**src/rtl/ordered_stbuf_pkg.sv**
```systemverilog
package ordered_stbuf_pkg;

   typedef enum logic [1:0] {
      SEQ_IDLE  = 2'd0,
      SEQ_FLUSH = 2'd1,
      SEQ_RMW_R = 2'd2,
      SEQ_RMW_W = 2'd3
   } seq_state_e;

   localparam logic KIND_FENCE = 1'b0;
   localparam logic KIND_SWAP  = 1'b1;

endpackage

```
**src/rtl/stbuf_queue.sv**
```systemverilog
module stbuf_queue #(
   parameter int AW    = 8,
   parameter int DW    = 32,
   parameter int DEPTH = 4,
   localparam int PW   = $clog2(DEPTH),
   localparam int CW   = PW + 1
) (
   input  logic          clk,
   input  logic          rst_n,
   input  logic          push,
   input  logic [AW-1:0] push_addr,
   input  logic [DW-1:0] push_data,
   input  logic          pop,
   output logic [AW-1:0] ent_addr [DEPTH],
   output logic [DW-1:0] ent_data [DEPTH],
   output logic [PW-1:0] head_ptr,
   output logic [CW-1:0] count,
   output logic          full,
   output logic          empty
);

   localparam logic [CW-1:0] DEPTH_C = CW'(DEPTH);

   logic [AW-1:0] addr_q [DEPTH];
   logic [DW-1:0] data_q [DEPTH];
   logic [PW-1:0] head_q, tail_q;
   logic [CW-1:0] cnt_q;

   if (DEPTH < 2 || (1 << PW) != DEPTH) begin : g_depth_bad
      $error("stbuf_queue: DEPTH must be a power of two, at least 2");
   end

   always_ff @(posedge clk) begin
      if (push) begin
         addr_q[tail_q] <= push_addr;
         data_q[tail_q] <= push_data;
      end
   end

   always_ff @(posedge clk) begin
      if (!rst_n) begin
         head_q <= '0;
         tail_q <= '0;
         cnt_q  <= '0;
      end else begin
         if (push) tail_q <= tail_q + PW'(1);
         if (pop)  head_q <= head_q + PW'(1);
         case ({push, pop})
            2'b10:   cnt_q <= cnt_q + CW'(1);
            2'b01:   cnt_q <= cnt_q - CW'(1);
            default: cnt_q <= cnt_q;
         endcase
      end
   end

   always_comb begin
      for (int i = 0; i < DEPTH; i++) begin
         ent_addr[i] = addr_q[i];
         ent_data[i] = data_q[i];
      end
   end

   assign head_ptr = head_q;
   assign count    = cnt_q;
   assign full     = (cnt_q == DEPTH_C);
   assign empty    = (cnt_q == '0);


   no_overflow_chk: assert property (@(posedge clk) disable iff (!rst_n)
      push |-> (cnt_q != DEPTH_C));


   no_underflow_chk: assert property (@(posedge clk) disable iff (!rst_n)
      pop |-> (cnt_q != '0));

endmodule

```
**src/rtl/stbuf_match.sv**
```systemverilog
module stbuf_match #(
   parameter int AW    = 8,
   parameter int DW    = 32,
   parameter int DEPTH = 4,
   localparam int PW   = $clog2(DEPTH),
   localparam int CW   = PW + 1
) (
   input  logic [AW-1:0] ent_addr [DEPTH],
   input  logic [DW-1:0] ent_data [DEPTH],
   input  logic [PW-1:0] head_ptr,
   input  logic [CW-1:0] count,
   input  logic [AW-1:0] probe_addr,
   output logic          hit,
   output logic [DW-1:0] hit_data
);

   logic [PW-1:0]    age_idx [DEPTH];
   logic [DEPTH-1:0] age_hit;

   // age k = 0 is the oldest entry, k = count-1 the youngest
   for (genvar k = 0; k < DEPTH; k++) begin : g_age
      assign age_idx[k] = head_ptr + PW'(k);
      assign age_hit[k] = (CW'(k) < count) && (ent_addr[age_idx[k]] == probe_addr);
   end

   always_comb begin
      hit      = 1'b0;
      hit_data = '0;
      for (int k = 0; k < DEPTH; k++) begin
         if (age_hit[k]) begin
            hit      = 1'b1;
            hit_data = ent_data[age_idx[k]];
         end
      end
   end

endmodule

```
**src/rtl/stbuf_seq.sv**
```systemverilog
module stbuf_seq
   import ordered_stbuf_pkg::*;
#(
   parameter int AW = 8,
   parameter int DW = 32
) (
   input  logic          clk,
   input  logic          rst_n,
   input  logic          req_valid,
   input  logic          req_kind,
   input  logic [AW-1:0] req_addr,
   input  logic [DW-1:0] req_wdata,
   input  logic          queue_empty,
   input  logic [DW-1:0] mem_rdata,
   output logic          busy,
   output logic          drain_ok,
   output logic          port_req,
   output logic          port_we,
   output logic [AW-1:0] port_addr,
   output logic [DW-1:0] port_wdata,
   output logic          done,
   output logic [DW-1:0] old_data
);

   seq_state_e    state_q;
   logic          kind_q;
   logic [AW-1:0] addr_q;
   logic [DW-1:0] wdata_q;
   logic          done_q;
   logic [DW-1:0] old_q;

   always_ff @(posedge clk) begin
      if (!rst_n) begin
         state_q <= SEQ_IDLE;
         kind_q  <= KIND_FENCE;
         addr_q  <= '0;
         wdata_q <= '0;
         done_q  <= 1'b0;
         old_q   <= '0;
      end else begin
         done_q <= 1'b0;
         case (state_q)
            SEQ_IDLE: begin
               if (req_valid) begin
                  state_q <= SEQ_FLUSH;
                  kind_q  <= req_kind;
                  addr_q  <= req_addr;
                  wdata_q <= req_wdata;
               end
            end
            SEQ_FLUSH: begin
               if (queue_empty) begin
                  if (kind_q == KIND_SWAP) begin
                     state_q <= SEQ_RMW_R;
                  end else begin
                     state_q <= SEQ_IDLE;
                     done_q  <= 1'b1;
                  end
               end
            end
            SEQ_RMW_R: state_q <= SEQ_RMW_W;
            SEQ_RMW_W: begin
               state_q <= SEQ_IDLE;
               done_q  <= 1'b1;
               old_q   <= mem_rdata;
            end
            default: state_q <= SEQ_IDLE;
         endcase
      end
   end

   assign busy       = (state_q != SEQ_IDLE);
   assign drain_ok   = (state_q == SEQ_IDLE) || (state_q == SEQ_FLUSH);
   assign port_req   = (state_q == SEQ_RMW_R) || (state_q == SEQ_RMW_W);
   assign port_we    = (state_q == SEQ_RMW_W);
   assign port_addr  = addr_q;
   assign port_wdata = wdata_q;
   assign done       = done_q;
   assign old_data   = old_q;


   swap_adjacent_chk: assert property (@(posedge clk) disable iff (!rst_n)
      (state_q == SEQ_RMW_R) |=> (port_req && port_we && port_addr == $past(port_addr)));


   swap_isolated_chk: assert property (@(posedge clk) disable iff (!rst_n)
      port_req |-> queue_empty);

endmodule

```
**src/rtl/ordered_stbuf.sv**
```systemverilog
module ordered_stbuf
   import ordered_stbuf_pkg::*;
#(
   parameter int AW    = 8,
   parameter int DW    = 32,
   parameter int DEPTH = 4
) (
   input  logic          clk,
   input  logic          rst_n,
   input  logic          st_valid,
   output logic          st_ready,
   input  logic [AW-1:0] st_addr,
   input  logic [DW-1:0] st_data,
   input  logic          ld_valid,
   output logic          ld_ready,
   input  logic [AW-1:0] ld_addr,
   output logic          rsp_valid,
   output logic [DW-1:0] rsp_data,
   input  logic          ord_valid,
   input  logic          ord_kind,
   input  logic [AW-1:0] ord_addr,
   input  logic [DW-1:0] ord_wdata,
   output logic          ord_done,
   output logic [DW-1:0] ord_rdata,
   output logic          mem_req,
   output logic          mem_we,
   output logic [AW-1:0] mem_addr,
   output logic [DW-1:0] mem_wdata,
   input  logic [DW-1:0] mem_rdata
);

   localparam int PW = $clog2(DEPTH);
   localparam int CW = PW + 1;

   if (AW < 1 || DW < 1) begin : g_width_bad
      $error("ordered_stbuf: AW and DW must be positive");
   end

   logic [AW-1:0] ent_addr [DEPTH];
   logic [DW-1:0] ent_data [DEPTH];
   logic [PW-1:0] head_ptr;
   logic [CW-1:0] q_count;
   logic          q_full, q_empty;
   logic          push, pop;

   logic          fwd_hit;
   logic [DW-1:0] fwd_data;

   logic          seq_busy, drain_ok;
   logic          seq_req, seq_we;
   logic [AW-1:0] seq_addr;
   logic [DW-1:0] seq_wdata;

   logic          ld_fire, ld_mem;
   logic          rsp_q, rsp_fwd_q;
   logic [DW-1:0] fwd_q;

   assign st_ready = !seq_busy && !q_full;
   assign ld_ready = !seq_busy;
   assign push     = st_valid && st_ready;
   assign ld_fire  = ld_valid && ld_ready;
   assign ld_mem   = ld_fire && !fwd_hit;
   assign pop      = !q_empty && drain_ok && !ld_mem;

   stbuf_queue #(.AW(AW), .DW(DW), .DEPTH(DEPTH)) u_queue (
      .clk       (clk),
      .rst_n     (rst_n),
      .push      (push),
      .push_addr (st_addr),
      .push_data (st_data),
      .pop       (pop),
      .ent_addr  (ent_addr),
      .ent_data  (ent_data),
      .head_ptr  (head_ptr),
      .count     (q_count),
      .full      (q_full),
      .empty     (q_empty)
   );

   stbuf_match #(.AW(AW), .DW(DW), .DEPTH(DEPTH)) u_match (
      .ent_addr   (ent_addr),
      .ent_data   (ent_data),
      .head_ptr   (head_ptr),
      .count      (q_count),
      .probe_addr (ld_addr),
      .hit        (fwd_hit),
      .hit_data   (fwd_data)
   );

   stbuf_seq #(.AW(AW), .DW(DW)) u_seq (
      .clk         (clk),
      .rst_n       (rst_n),
      .req_valid   (ord_valid),
      .req_kind    (ord_kind),
      .req_addr    (ord_addr),
      .req_wdata   (ord_wdata),
      .queue_empty (q_empty),
      .mem_rdata   (mem_rdata),
      .busy        (seq_busy),
      .drain_ok    (drain_ok),
      .port_req    (seq_req),
      .port_we     (seq_we),
      .port_addr   (seq_addr),
      .port_wdata  (seq_wdata),
      .done        (ord_done),
      .old_data    (ord_rdata)
   );

   // port priority: swap access, then load read, then drain
   always_comb begin
      mem_req   = 1'b0;
      mem_we    = 1'b0;
      mem_addr  = '0;
      mem_wdata = '0;
      if (seq_req) begin
         mem_req   = 1'b1;
         mem_we    = seq_we;
         mem_addr  = seq_addr;
         mem_wdata = seq_wdata;
      end else if (ld_mem) begin
         mem_req  = 1'b1;
         mem_addr = ld_addr;
      end else if (pop) begin
         mem_req   = 1'b1;
         mem_we    = 1'b1;
         mem_addr  = ent_addr[head_ptr];
         mem_wdata = ent_data[head_ptr];
      end
   end

   always_ff @(posedge clk) begin
      if (!rst_n) begin
         rsp_q     <= 1'b0;
         rsp_fwd_q <= 1'b0;
         fwd_q     <= '0;
      end else begin
         rsp_q     <= ld_fire;
         rsp_fwd_q <= fwd_hit;
         fwd_q     <= fwd_data;
      end
   end

   assign rsp_valid = rsp_q;
   assign rsp_data  = rsp_fwd_q ? fwd_q : mem_rdata;


   resp_next_chk: assert property (@(posedge clk) disable iff (!rst_n)
      (ld_valid && ld_ready) |=> rsp_valid);


   fence_empty_chk: assert property (@(posedge clk) disable iff (!rst_n)
      ord_done |-> q_empty);


   miss_reads_now_chk: assert property (@(posedge clk) disable iff (!rst_n)
      (ld_valid && ld_ready && !fwd_hit) |-> (mem_req && !mem_we && mem_addr == ld_addr));

endmodule

```
**config.mk**
```make
export PLATFORM = sky130hd
export DESIGN_NAME = ordered_stbuf
export DESIGN_NICKNAME = d
export VERILOG_FILES = /design/src/rtl/ordered_stbuf_pkg.sv /design/src/rtl/stbuf_queue.sv /design/src/rtl/stbuf_match.sv /design/src/rtl/stbuf_seq.sv /design/src/rtl/ordered_stbuf.sv
export SDC_FILE = /design/constraint.sdc
export NUM_CORES = 1
export LEC_CHECK = 0
export ABC_AREA = 0
export BUFFER_PORTS_ARGS = -buffer_cell sky130_fd_sc_hd__buf_2
export CAP_MARGIN = 10
export CORE_ASPECT_RATIO = 1.1
export CORE_MARGIN = 2
export CORE_UTILIZATION = 50
export DETAILED_ROUTE_END_ITERATION = 10
export GPL_TIMING_DRIVEN = 1
export PLACE_DENSITY_LB_ADDON = 0.3
export REMOVE_ABC_BUFFERS = 1
export SLEW_MARGIN = 20
export SYNTH_ARGS = -nofsm -noshare
export SYNTH_HDL_FRONTEND = slang
export SYNTH_HIERARCHICAL = 1
export SYNTH_SLANG_ARGS = --single-unit
```
**constraint.sdc**
```tcl
create_clock -name clk -period 4.5 [get_ports clk]
set_clock_uncertainty 0.1 [all_clocks]
set_input_delay 0.45 -clock clk [delete_from_list [all_inputs] [get_ports clk]]
set_output_delay 0.45 -clock clk [all_outputs]
set_load 0.005 [all_outputs]
```
Word level (Yosys, flattened, before mapping)
Memory sizes are Yosys's and may differ from the RTL's.
Index checks and enable logic that the tools add are counted.

operators by class
  add/sub/neg operators = 6
  multiply operators = 0
  divide/modulo/power cells = 0
  magnitude comparators = 8
  equal/unequal tests = 12
  shift operators = 0
  muxes and demuxes = 54
  bitwise logic cells = 4
  reduce and logical (&&, ||, !) cells = 23

operators by type and width
  cell                                                        number
  2-to-1 mux 32 bit                                           16
  binary-select mux 32 bit (select 2 bit)                     4
  2-to-1 mux 8 bit                                            11
  binary-select mux 8 bit (select 2 bit)                      4
  == test 8 bit                                               4
  2-to-1 mux 1 bit                                            13
  >= comparator 3 bit (second input constant)                 4
  NOT 2 -> 3 bit                                              4
  logical AND 1 bit                                           10
  case mux 2 bit (4 select lines)                             1
  == test 2 bit (second input constant)                       3
  less-than comparator 1 x 3 -> 1 bit (first input constant)  2
  less-than comparator 2 x 3 -> 1 bit (first input constant)  2
  2-to-1 mux 2 bit                                            3
  case mux 3 bit (2 select lines)                             1
  logical NOT 1 bit                                           5
  adder 2 x 1 -> 2 bit (second input constant)                2
  adder 2 bit (second input constant)                         2
  == test 2 x 1 -> 1 bit (second input constant)              2
  inequality test 2 bit (second input constant)               2
  AND reduction 2 bit                                         2
  nonzero test 2 bit                                          2
  adder 3 x 1 -> 3 bit (second input constant)                1
  == test 3 bit (second input constant)                       1
  other kinds (5)                                             6

storage, ports and cells
  register bits = 117
  bits in latches = 0
  RAM bits = 160
  memory bits (read-only) = 0
  input bits = 126
  output and inout port bits = 110
  logic and storage cells = 121
  memories = 2

memories
  name            words  width  read ports  clocked after Yosys merged registers in  write ports  line               text
  u_queue.data_q  4      32     4           0                                        1            stbuf_queue.sv:25  logic [DW-1:0] data_q [DEPTH];
  u_queue.addr_q  4      8      4           0                                        1            stbuf_queue.sv:24  logic [AW-1:0] addr_q [DEPTH];

Depth between registers and ports, before layout
Gate-level depths: netlist of run 1.

  word-level depth = 17
  gate-level depth with buffers = 19
  mapped depth without buffers = 15

Hierarchy
Netlist of run 1, hierarchy kept.

modules (own cells, without submodules)
  module         instances  cells an instance  area each (um2)  seq. area each (um2)
  stbuf_queue    1          203                5208.7           4944.7
  stbuf_match    1          588                4510.6           0.0
  stbuf_seq      1          342                3191.8           1521.5
  ordered_stbuf  1          224                2735.1           680.7

Worst setup path after synthesis of run 1
Ideal clock, no wire load.

  path kind = reg-to-reg
  from = register u_queue.head_q[1], in the netlist u_queue/head_ptr[1]
  to = register u_queue.cnt_q[2], in the netlist u_queue/count[2]
  library setup time = 0.070 ns
  arrival = 3.846 ns
  required time = 4.330 ns
  slack = 0.484 ns
  cell stages (with the launch flop) = 19
  buffers on the path = 4
  period minus slack after synthesis = 4.016 ns
  path through = dfxtp_1 -> buf_6 -> buf_12 -> mux2i_1 -> xor2_1 -> or4b_1 -> a221oi_2 -> nand3_1 -> buf_2 -> buf_2 -> nand3_1 -> nor3b_2 -> nor2_1 -> ha_1 -> inv_1 -> fa_1 -> xor2_1 -> or3_1 -> a21boi_1

between the ends
  longest elaborated chain between the ends = 16
  elaborated cells on any way between the ends = 39
  those cells by class = add/sub (3); eq/ne (6); mux (17); bitwise (4); reduce/logical (9)

ends and longest elaborated chain
  item                                                                                                   line                                  text
  from (decl)                                                                                            stbuf_queue.sv:26                     logic [PW-1:0] head_q, tail_q;
  from (signal assigned)                                                                                 stbuf_queue.sv:47                     if (pop) head_q <= head_q + PW'(1);
  adder 2 x 1 -> 2 bit / NOT 2 -> 3 bit (equally long branches)                                          stbuf_match.sv:22, stbuf_match.sv:23
  NOT 2 -> 3 bit (implied by the code) / binary-select mux 8 bit (select 2 bit) (equally long branches)  stbuf_match.sv:23                     assign age_hit[k] = (CW'(k) < count) && (ent_addr[age_idx[k]] == probe_addr);
  binary-select mux 8 bit (select 2 bit) / 2-to-1 mux 8 bit (equally long branches)                      stbuf_match.sv:23
  2-to-1 mux 8 bit (implied by the code)                                                                 stbuf_match.sv:23
  2-to-1 mux 8 bit (implied by the code) / == test 8 bit (equally long branches)                         stbuf_match.sv:23
  == test 8 bit / logical AND 1 bit (equally long branches)                                              stbuf_match.sv:23
  logical AND 1 bit / 2-to-1 mux 1 bit (equally long branches)                                           stbuf_match.sv:23, stbuf_match.sv:30
  2-to-1 mux 1 bit (2 in series)                                                                         stbuf_match.sv:30                     if (age_hit[k]) begin
  2-to-1 mux 1 bit (*)                                                                                   stbuf_match.sv:30
  via fwd_hit                                                                                            ordered_stbuf.sv:46                   logic fwd_hit;
  logical NOT 1 bit (*)                                                                                  ordered_stbuf.sv:62                   assign ld_mem = ld_fire && !fwd_hit;
  logical AND 1 bit (*)                                                                                  ordered_stbuf.sv:62
  logical NOT 1 bit (*)                                                                                  ordered_stbuf.sv:63                   assign pop = !q_empty && drain_ok && !ld_mem;
  logical AND 1 bit (*)                                                                                  ordered_stbuf.sv:63
  via pop                                                                                                ordered_stbuf.sv:44                   logic push, pop;
  == test 2 x 1 -> 1 bit / == test 2 bit (equally long branches)                                         stbuf_queue.sv:48                     case ({push, pop})
  case mux 3 bit (2 select lines) / nonzero test 2 bit (equally long branches)                           --
  to (signal assigned)                                                                                   stbuf_queue.sv:49                     2'b10: cnt_q <= cnt_q + CW'(1);
  to (signal assigned)                                                                                   stbuf_queue.sv:50                     2'b01: cnt_q <= cnt_q - CW'(1);
  to (signal assigned)                                                                                   stbuf_queue.sv:51                     default: cnt_q <= cnt_q;
  to (decl)                                                                                              stbuf_queue.sv:27                     logic [CW-1:0] cnt_q;

The timed path passes the listed nets; every way through them passes the cells marked *. The select of a mux whose other input is x is not followed.
A chain may end at the register's enable or synchronous reset.

Final worst setup path of run 1
  from = register u_queue.head_q[1], in the netlist u_queue/head_ptr[1]
  to = output port mem_addr[0]

between the ends
  longest elaborated chain between the ends = 17
  elaborated cells on any way between the ends = 38
  those cells by class = add/sub (3); eq/ne (4); mux (19); bitwise (4); reduce/logical (8)

ends and longest elaborated chain
  item                                                                                                   line                                  text
  adder 2 x 1 -> 2 bit / NOT 2 -> 3 bit (equally long branches)                                          stbuf_match.sv:22, stbuf_match.sv:23
  NOT 2 -> 3 bit (implied by the code) / binary-select mux 8 bit (select 2 bit) (equally long branches)  stbuf_match.sv:23
  binary-select mux 8 bit (select 2 bit) / 2-to-1 mux 8 bit (equally long branches)                      stbuf_match.sv:23
  2-to-1 mux 8 bit (implied by the code)                                                                 stbuf_match.sv:23
  2-to-1 mux 8 bit (implied by the code) / == test 8 bit (equally long branches)                         stbuf_match.sv:23
  == test 8 bit / logical AND 1 bit (equally long branches)                                              stbuf_match.sv:23
  logical AND 1 bit / 2-to-1 mux 1 bit (equally long branches)                                           stbuf_match.sv:23, stbuf_match.sv:30
  2-to-1 mux 1 bit (2 in series)                                                                         stbuf_match.sv:30
  2-to-1 mux 1 bit (*)                                                                                   stbuf_match.sv:30
  via fwd_hit                                                                                            ordered_stbuf.sv:46
  logical NOT 1 bit (*)                                                                                  ordered_stbuf.sv:62
  logical AND 1 bit (*)                                                                                  ordered_stbuf.sv:62
  logical NOT 1 bit                                                                                      ordered_stbuf.sv:63
  logical AND 1 bit                                                                                      ordered_stbuf.sv:63
  2-to-1 mux 8 bit                                                                                       ordered_stbuf.sv:123                  end else if (pop) begin
  2-to-1 mux 8 bit (*)                                                                                   ordered_stbuf.sv:120                  end else if (ld_mem) begin
  2-to-1 mux 8 bit (*)                                                                                   ordered_stbuf.sv:115                  if (seq_req) begin
  to (decl)                                                                                              ordered_stbuf.sv:27                   output logic [AW-1:0] mem_addr,

Marked as above.

==> summary.txt, run 1 <==
Status
  • Status: complete, no violations

Synth
  • Synth Area in Compound Gates: 14.6%
  • Xor and xnor area share after synthesis: 2.07%
  • Adder-cell area share of the yosys netlist: 0.528%
  • Yosys cell types: 62
  • Post-synthesis sequential element count: approximately 280
  • Largest family of logic cells by synthesized area: multiplexers
  • Yosys top cell area share: 30.7%
  • Top cells by area, synth: edfxtp_1 (31%), dfxtp_1 (15%), mux2i_1 (13%), mux4_2 (6.8%), nand2_1 (4.3%)
  • Syn_area_per_cell: 11.5 µm²
  • Main synth FF type: edfxtp_1
  • Mapped cell area: 15,600 µm²
  • YS warnings: 6
  • Synthesized instance count: 1,357
  • Mux contribution to synthesized area: 22.6%
  • Sequential area share after synthesis: 45.7%
  • Post-synth top area cell: edfxtp_1
  • Asr flop ratio synth: 0%
  • Number of enable flip-flop cells after synthesis: 160
  • Post-Synth Simple-Gate Area: 9.42%

Clocking
  • Clock H-tree levels: 1
  • Clk sink count: 277
  • Root buffer cell: clkbuf_16
  • CTS max path bufs: 3
  • CTS clock-pin slew for the worst setup and hold paths: roughly 60 ps
  • CTS tree: done
  • CTS buffer count: 30
  • Worst skew pair latency: 560 ps

Finish
  • Commonest non-fill, non-tap cells in the layout: buf_2 (234), mux2i_1 (201), nand2_1 (177), edfxtp_1 (160), dfxtp_1 (112)
  • Layout Cells excl Fill: 2,003
  • Final Net Count: between 1.5k and 2k
  • Synthesis-to-finish area growth: 17.6%
  • Fraction of layout cells with a size suffix above 1: 27.9%
  • Fill cells: between 2k and 3k
  • Commonest non-fill, non-tap cell in the layout: buf_2

Power and ir drop
  • Net Sw Frac: 31.3%
  • Combinational share of power: roughly 33%
  • Power Density: 478 nW/µm²
  • Pleak: 6.75 nW
  • Peak VDD IR: 0.269 mV
  • Clk pwr share: 30.5%
  • Internal Power: 6.05 mW
  • Switch Pwr: ~2.8 mW
  • Flop pwr share: 36.2%

Routing
  • Post-detailed-route count of antenna-violating nets: 0
  • Drt pass-1 iters: 5
  • Routed vias: roughly 12k
  • DR vias/cell: 5.91
  • WL per Instance: 19.9 µm
  • First DRT Iteration DRCs: 739
  • DRT Wirelength: 39.9 mm
  • DRC errors left: 0

Worst setup path
  • Startpoint Class: flop
  • Crit. End Element: primary output
  • Worst EP arrival: 3670 ps
  • Crit-path cells: buf_4 > mux4_2 > xor2_1 > nor2_1 > o2111ai_1 > nor2_1 > nor2_4 > nand3_1 > nor3b_2 > nor3_2 > buf_4 > a221o_1 > buf_2
  • Crit path largest cell delay: 520 ps
  • WS Path Type: reg2out
  • Slowest cell on the critical path: mux4_2
  • Worst-path maximum fanout: 13
  • Critical path required time: 3950 ps

Die
  • Die Wd: 173 µm
  • Die ar.: 32,700 µm²
  • Starting density of the core: 51.0%
  • Die Y: 190 µm
  • Ports: 236
  • Rows: 67
  • Total core area: 30,700 µm²

Place
  • Port Buffers: 235
  • Placed instance count: 1,909
  • Pre-CTS setup slack: 286 ps
  • GPL Wtd Cong: 0.891
  • Post-DP HPWL: between 20 and 30 mm

STA
  • FMAX: 237 MHz
  • Setup violations, final: 0
  • Final worst path period share: 93.8%
  • Hold slack: 15.3 ps
  • Slew headroom: 20.9%
  • Final Max Tran Viols: 0
  • RSZ-0062 raised after global routing: no
  • Worst slew pin tran: 1190 ps
  • Final WS setup: 277 ps
  • Final Hold Vio Count: 0
  • Final min period: 4220 ps

GRT
  • M3 GR Usage: under 10%
  • Layer with the highest usage: met2
  • Initial antenna violation count: 3
  • M2 GR Usage: 41.3%
  • Grt total ovfl: 0
  • Largest net degree at the start of global routing: 76
  • First-pass GRT wire length: roughly 62 mm
  • Gr usage total: 23.6%
  • Vias in the first global route: about 12k
  • Met1 Use GR: 30.3%

Job
  • Max cap viols: 0

Min path
  • Min-Delay Path Class: in2reg
==> cells in the mapped netlist (all sizes together) (3+ instances only) <==
master and instances:
mux4 49, buf 74, nand2b 3, mux2 37
mux2i 201, nor2b 4, a22oi 4, nand3 38
o221ai 62, a21bo 32, inv 16, a21oi 66
nor3 13, o2bb2ai 28, a32oi 28, nor3b 3
clkbuf 55, a221o 8, o21ai 9, xnor2 17
nand2 180, and3 3, ha 5, edfxtp 160
xor2 20, nor2 15, a22o 32, and2 52
dfxtp 117, o32ai 3
==> critical path, delay by kind of cell, from the launching register on <==
family / cells / cell delay (ps)
simple gates: 6 / 940
buf+inv: 3 / 590
mux: 1 / 520
flops: 1 / 480
compound gates: 2 / 440
xor+xnor: 1 / 140
==> metrics by stage <==
stage	instance area [µm²]	TNS (ps)	utilization [%]	total power, mW
finish	18400	0	60.0	8.80
global placement	16900	0	55.1	6.04
floorplan	14900	-557220	-	5.50
global route	18400	0	60.0	9.25
detailed placement	16900	0	55.1	6.10
CTS	18300	0	59.8	8.83
==> power groups by stage <==
stage          registers [mW]  clock network (mW)  logic, mW
2_1_floorplan            3.41                   0       2.09
3_3_place_gp             3.23                   0       2.82
3_5_place_dp             3.24                   0       2.86
4_1_cts                  3.19                2.73       2.91
5_1_grt                  3.22                2.84       3.19
6_report                 3.18                2.69       2.93
==> worst paths after layout <==
check	from	to	slack, ps	depth (start not counted)
setup reg to reg	u_queue/head_ptr[1]	u_queue/count[2]	610	14
setup / recovery	u_queue/head_ptr[1]	mem_addr[0]	280	13
hold reg to reg	u_seq/port_addr[7]	u_seq/port_addr[7]	350	2
hold / removal	st_data[19]	u_queue/data_q[2][19]	20	1
==> logic make-up after synthesis <==
| kind of cell | after synthesis |
|---|---|
| flops | 277 |
| buf+inv | 145 |
| fa+ha+maj | 6 |
| mux | 287 |
| simple gates | 318 |
| compound gates | 287 |
| xor+xnor | 37 |
==> what timing repair did <==
item / in CTS / in global routing
buffers inserted: 0 / 1
gates resized for setup: 2 / 4
hold buffers: 32 / 0
setup endpoints to repair: 37 / 41
hold endpoints to repair: 116 / 0
cloned: 0 / 0
==> registers in the layout (all words and copies together), names as in the netlist, named ones only <==
register and flops:
u_queue/addr_q 32, u_seq/kind_q 1, u_queue/count 3, u_queue/head_ptr 2, u_queue/data_q 128, u_seq/done 1
u_seq/old_data 32, rsp_fwd_q 1, u_seq/port_wdata 32, fwd_q 32, u_seq/port_addr 8, rsp_valid 1
u_queue/tail_q 2, u_seq/state_q 1
==> metal layers <==
| layer | share of wire (%) | vias to the layer above |
|---|---|---|
| met4 | 2.5 | 0 |
| met5 | 0 | - |
| met3 | 5.9 | 73 |
| met2 | 49 | 405 |
| li1 | - | 5591 |
| met1 | 42 | 5775 |
==> layout make-up <==
cell class	instances	area (µm²)	area share, %
clock buffer	43	881	4.79
antenna	4	10.0	0.0544
sequential	277	7160	38.9
inverter	16	60.1	0.326
clock inverter	13	228	1.24
multi-input combinational	935	7740	42.1
timing repair buffer	301	1800	9.77
tap	414	518	2.82
Note: power is estimated with default switching activity, not from simulation.
==> inputs of run 2 (changes only) <==
CTS_BUF_LIST = sky130_fd_sc_hd__clkbuf_4   (was default)
==> run 2 against run 1 <==
Flip-flop and latch count stayed put. Register-to-register slack lost 100 ps. Routed wire length grew 4.8%. Non-clock buffer count rose by 89. Critical path depth is 7 lower. Via count increased by 6.4%. Sequential share of layout area shrank 1.8 points. Die area unchanged. Power about the same. Cell count rose by 8.6%. Design area increased by 4.9%. Worst setup slack lost 66 ps. Largest power group unchanged. Highest routed layer unchanged.
==> summary.txt, run 2 (same netlist as run 1, synthesis figures left out) <==
GRT
  • First-pass GRT wire length: 65.7 mm
  • Gr usage total: 25.0%
  • Grt total ovfl: 0
  • Initial antenna violation count: 3
  • Largest net degree at the start of global routing: 76
  • Vias in the first global route: 12.6k

STA
  • Final min period: 4290 ps
  • Worst slew pin tran: 1150 ps
  • Final Max Tran Viols: 0
  • Slew headroom: 23.1%
  • Setup violations, final: 0
  • Final Hold Vio Count: 0
  • Final worst path period share: 95.3%
  • RSZ-0062 raised after global routing: no
  • FMAX: 233 MHz

Routing
  • Drt pass-1 iters: 5
  • Uppermost layer routed: met4
  • DRT Wirelength: 41.8 mm
  • Met3 Wirelength: 2.65 mm
  • Post-detailed-route count of antenna-violating nets: 0
  • DR vias/cell: 5.79
  • Wire length on met1: 17.3 mm
  • First DRT Iteration DRCs: 724
  • Metal2 WL: around 21 mm
  • DRC errors left: 0
  • Routed vias: between 10k and 15k
  • WL per Instance: ~19 µm

Clocking
  • CTS clock-pin slew for the worst setup and hold paths: 70 ps
  • CTS tree: done
  • Worst skew pair latency: about 700 ps
  • CTS max path bufs: 3
  • Clk sink count: about 280
  • CTS buffer count: 75
  • Root buffer cell: clkbuf_4
  • Clock H-tree levels: 3

Finish
  • Commonest non-fill, non-tap cells in the layout: buf_2 (234), mux2i_1 (201), nand2_1 (177), edfxtp_1 (160), dlygate4sd3_1 (115)
  • Final Net Count: 1,827
  • Design Area, Final: 19,300 µm²
  • Synthesis-to-finish area growth: 23.4%
  • Fraction of layout cells with a size suffix above 1: between 30% and 40%
  • Commonest non-fill, non-tap cell in the layout: buf_2
  • Max reg flops: 128
  • Largest Register: u_queue/data_q

Power and ir drop
  • Internal Power: around 5.9 mW
  • Power Density: 456 nW/µm²
  • Peak VDD IR: between 0.3 and 0.4 mV
  • Clk pwr share: a little under 30%
  • Pleak: 7.26 nW
  • Net Sw Frac: 32.5%
  • Flop pwr share: 36.2%
  • Switch Pwr: 2.86 mW
  • Pwr Total: just under 9 mW
  • Combinational share of power: 34.5%

Die
  • Starting density of the core: 51.0%
  • Ports: 236
  • Die ar.: 32,700 µm²
  • Die Y: 190 µm
  • Total core area: 30,700 µm²
  • Die Wd: 173 µm
  • Rows: 67

Worst setup path
  • Critical path buffer and inverter count: 4
  • Worst-path maximum fanout: 75
  • Delay-heaviest family, CP: buffers and inverters
  • Critical path required time: 3950 ps
  • Crit-path cells: buf_4 > buf_4 > buf_4 > mux4_2 > a22o_1 > buf_2
  • Worst EP arrival: 3740 ps
  • Crit path largest cell delay: 970 ps
  • Startpoint Class: flop
  • WS Path Type: reg2out
  • Slowest cell on the critical path: buf_4
  • Crit. End Element: primary output
  • Most frequent cell on the critical path: buf_4

Place
  • Placement Cell Area: 16,900 µm²
  • GPL Wtd Cong: 0.891
  • Post-DP HPWL: about 26 mm
  • Port Buffers: 235

Min path
  • Min-Delay Path Class: in2reg

Status
  • Status: complete, no violations

Job
  • Max cap viols: 0
run 2: cell count changes in the layout (fill, tap and decap cells not counted), sizes merged:
cell	previous run	this run
dlygate4sd3	32	115
clkbuf	43	109
clkinv	7	22
buf	269	275
bufinv	6	7
inv	16	17
run 2: power groups by stage:
stage                     registers (mW)  logic (mW)  clock network (mW)
final                               3.18        3.04                2.58
after global placement              3.23        2.82                   0
after global routing                3.21        3.30                2.79
after floorplan                     3.41        2.09                   0
after CTS                           3.18        2.99                2.65
after detailed placement            3.24        2.86                   0
run 2: area by class of cell:
type / count / area, µm²
timing repair buffer: 390 / 2660
clock buffer: 109 / 818
antenna: 4 / 10.0
clock inverter: 30 / 308
tap: 414 / 518
multi-input combinational: 935 / 7770
inverter: 16 / 60.1
fill: 2462 / 11400
sequential: 277 / 7160
run 2: final timing paths:
path / startpoint / depth (start not counted) / endpoint / slack (ps)
setup / recovery: u_queue/head_ptr[1] / 6 / mem_wdata[6] / 210
setup reg to reg: u_queue/head_ptr[1] / 15 / u_queue/count[2] / 510
hold / removal: rst_n / 3 / u_seq/port_wdata[6] / 190
hold reg to reg: u_seq/port_addr[7] / 2 / u_seq/port_addr[7] / 350
run 2: stage by stage:
stage / worst slack (ps) / TNS, ps / util (%) / instances / hold WS [ps]
2_1_floorplan: -8100 / -557220 / - / 1228 / 330
3_3_place_gp: 402 / 0 / 55.1 / 1909 / 337
3_5_place_dp: 286 / 0 / 55.1 / 1909 / 344
4_1_cts: 3.60 / 0 / 62.6 / 2164 / 149
5_1_grt: 2.32 / 0 / 62.9 / 2174 / 176
6_report: 211 / 0 / 62.9 / 2175 / 188
run 2: per-layer routing:
| metal | vias to the layer above | GRT usage, % |
|---|---|---|
| li1 | 5915 | - |
| met1 | 6125 | 30.4 |
| met2 | 473 | 43.8 |
| met3 | 87 | 4.88 |
| met4 | 0 | 9.94 |
| met5 | - | 0 |
run 2: repair_timing:
item                                   4_1_cts  5_1_grt
endpoints found under the hold margin      235        0
setup endpoints to repair                   41       41
buffers inserted                             1        7
hold buffers                               115        0
pin swaps                                    0        1
gates resized for setup                      4        8
run 2: worst register-to-register path: cells and delay by family (launching register included):
| kind | cells | cell delay (ps) |
|---|---|---|
| simple gates | 6 | 1380 |
| fa+ha+maj | 2 | 600 |
| compound gates | 2 | 520 |
| flops | 1 | 440 |
| xor+xnor | 2 | 430 |
| mux | 1 | 240 |
| buf+inv | 2 | 200 |
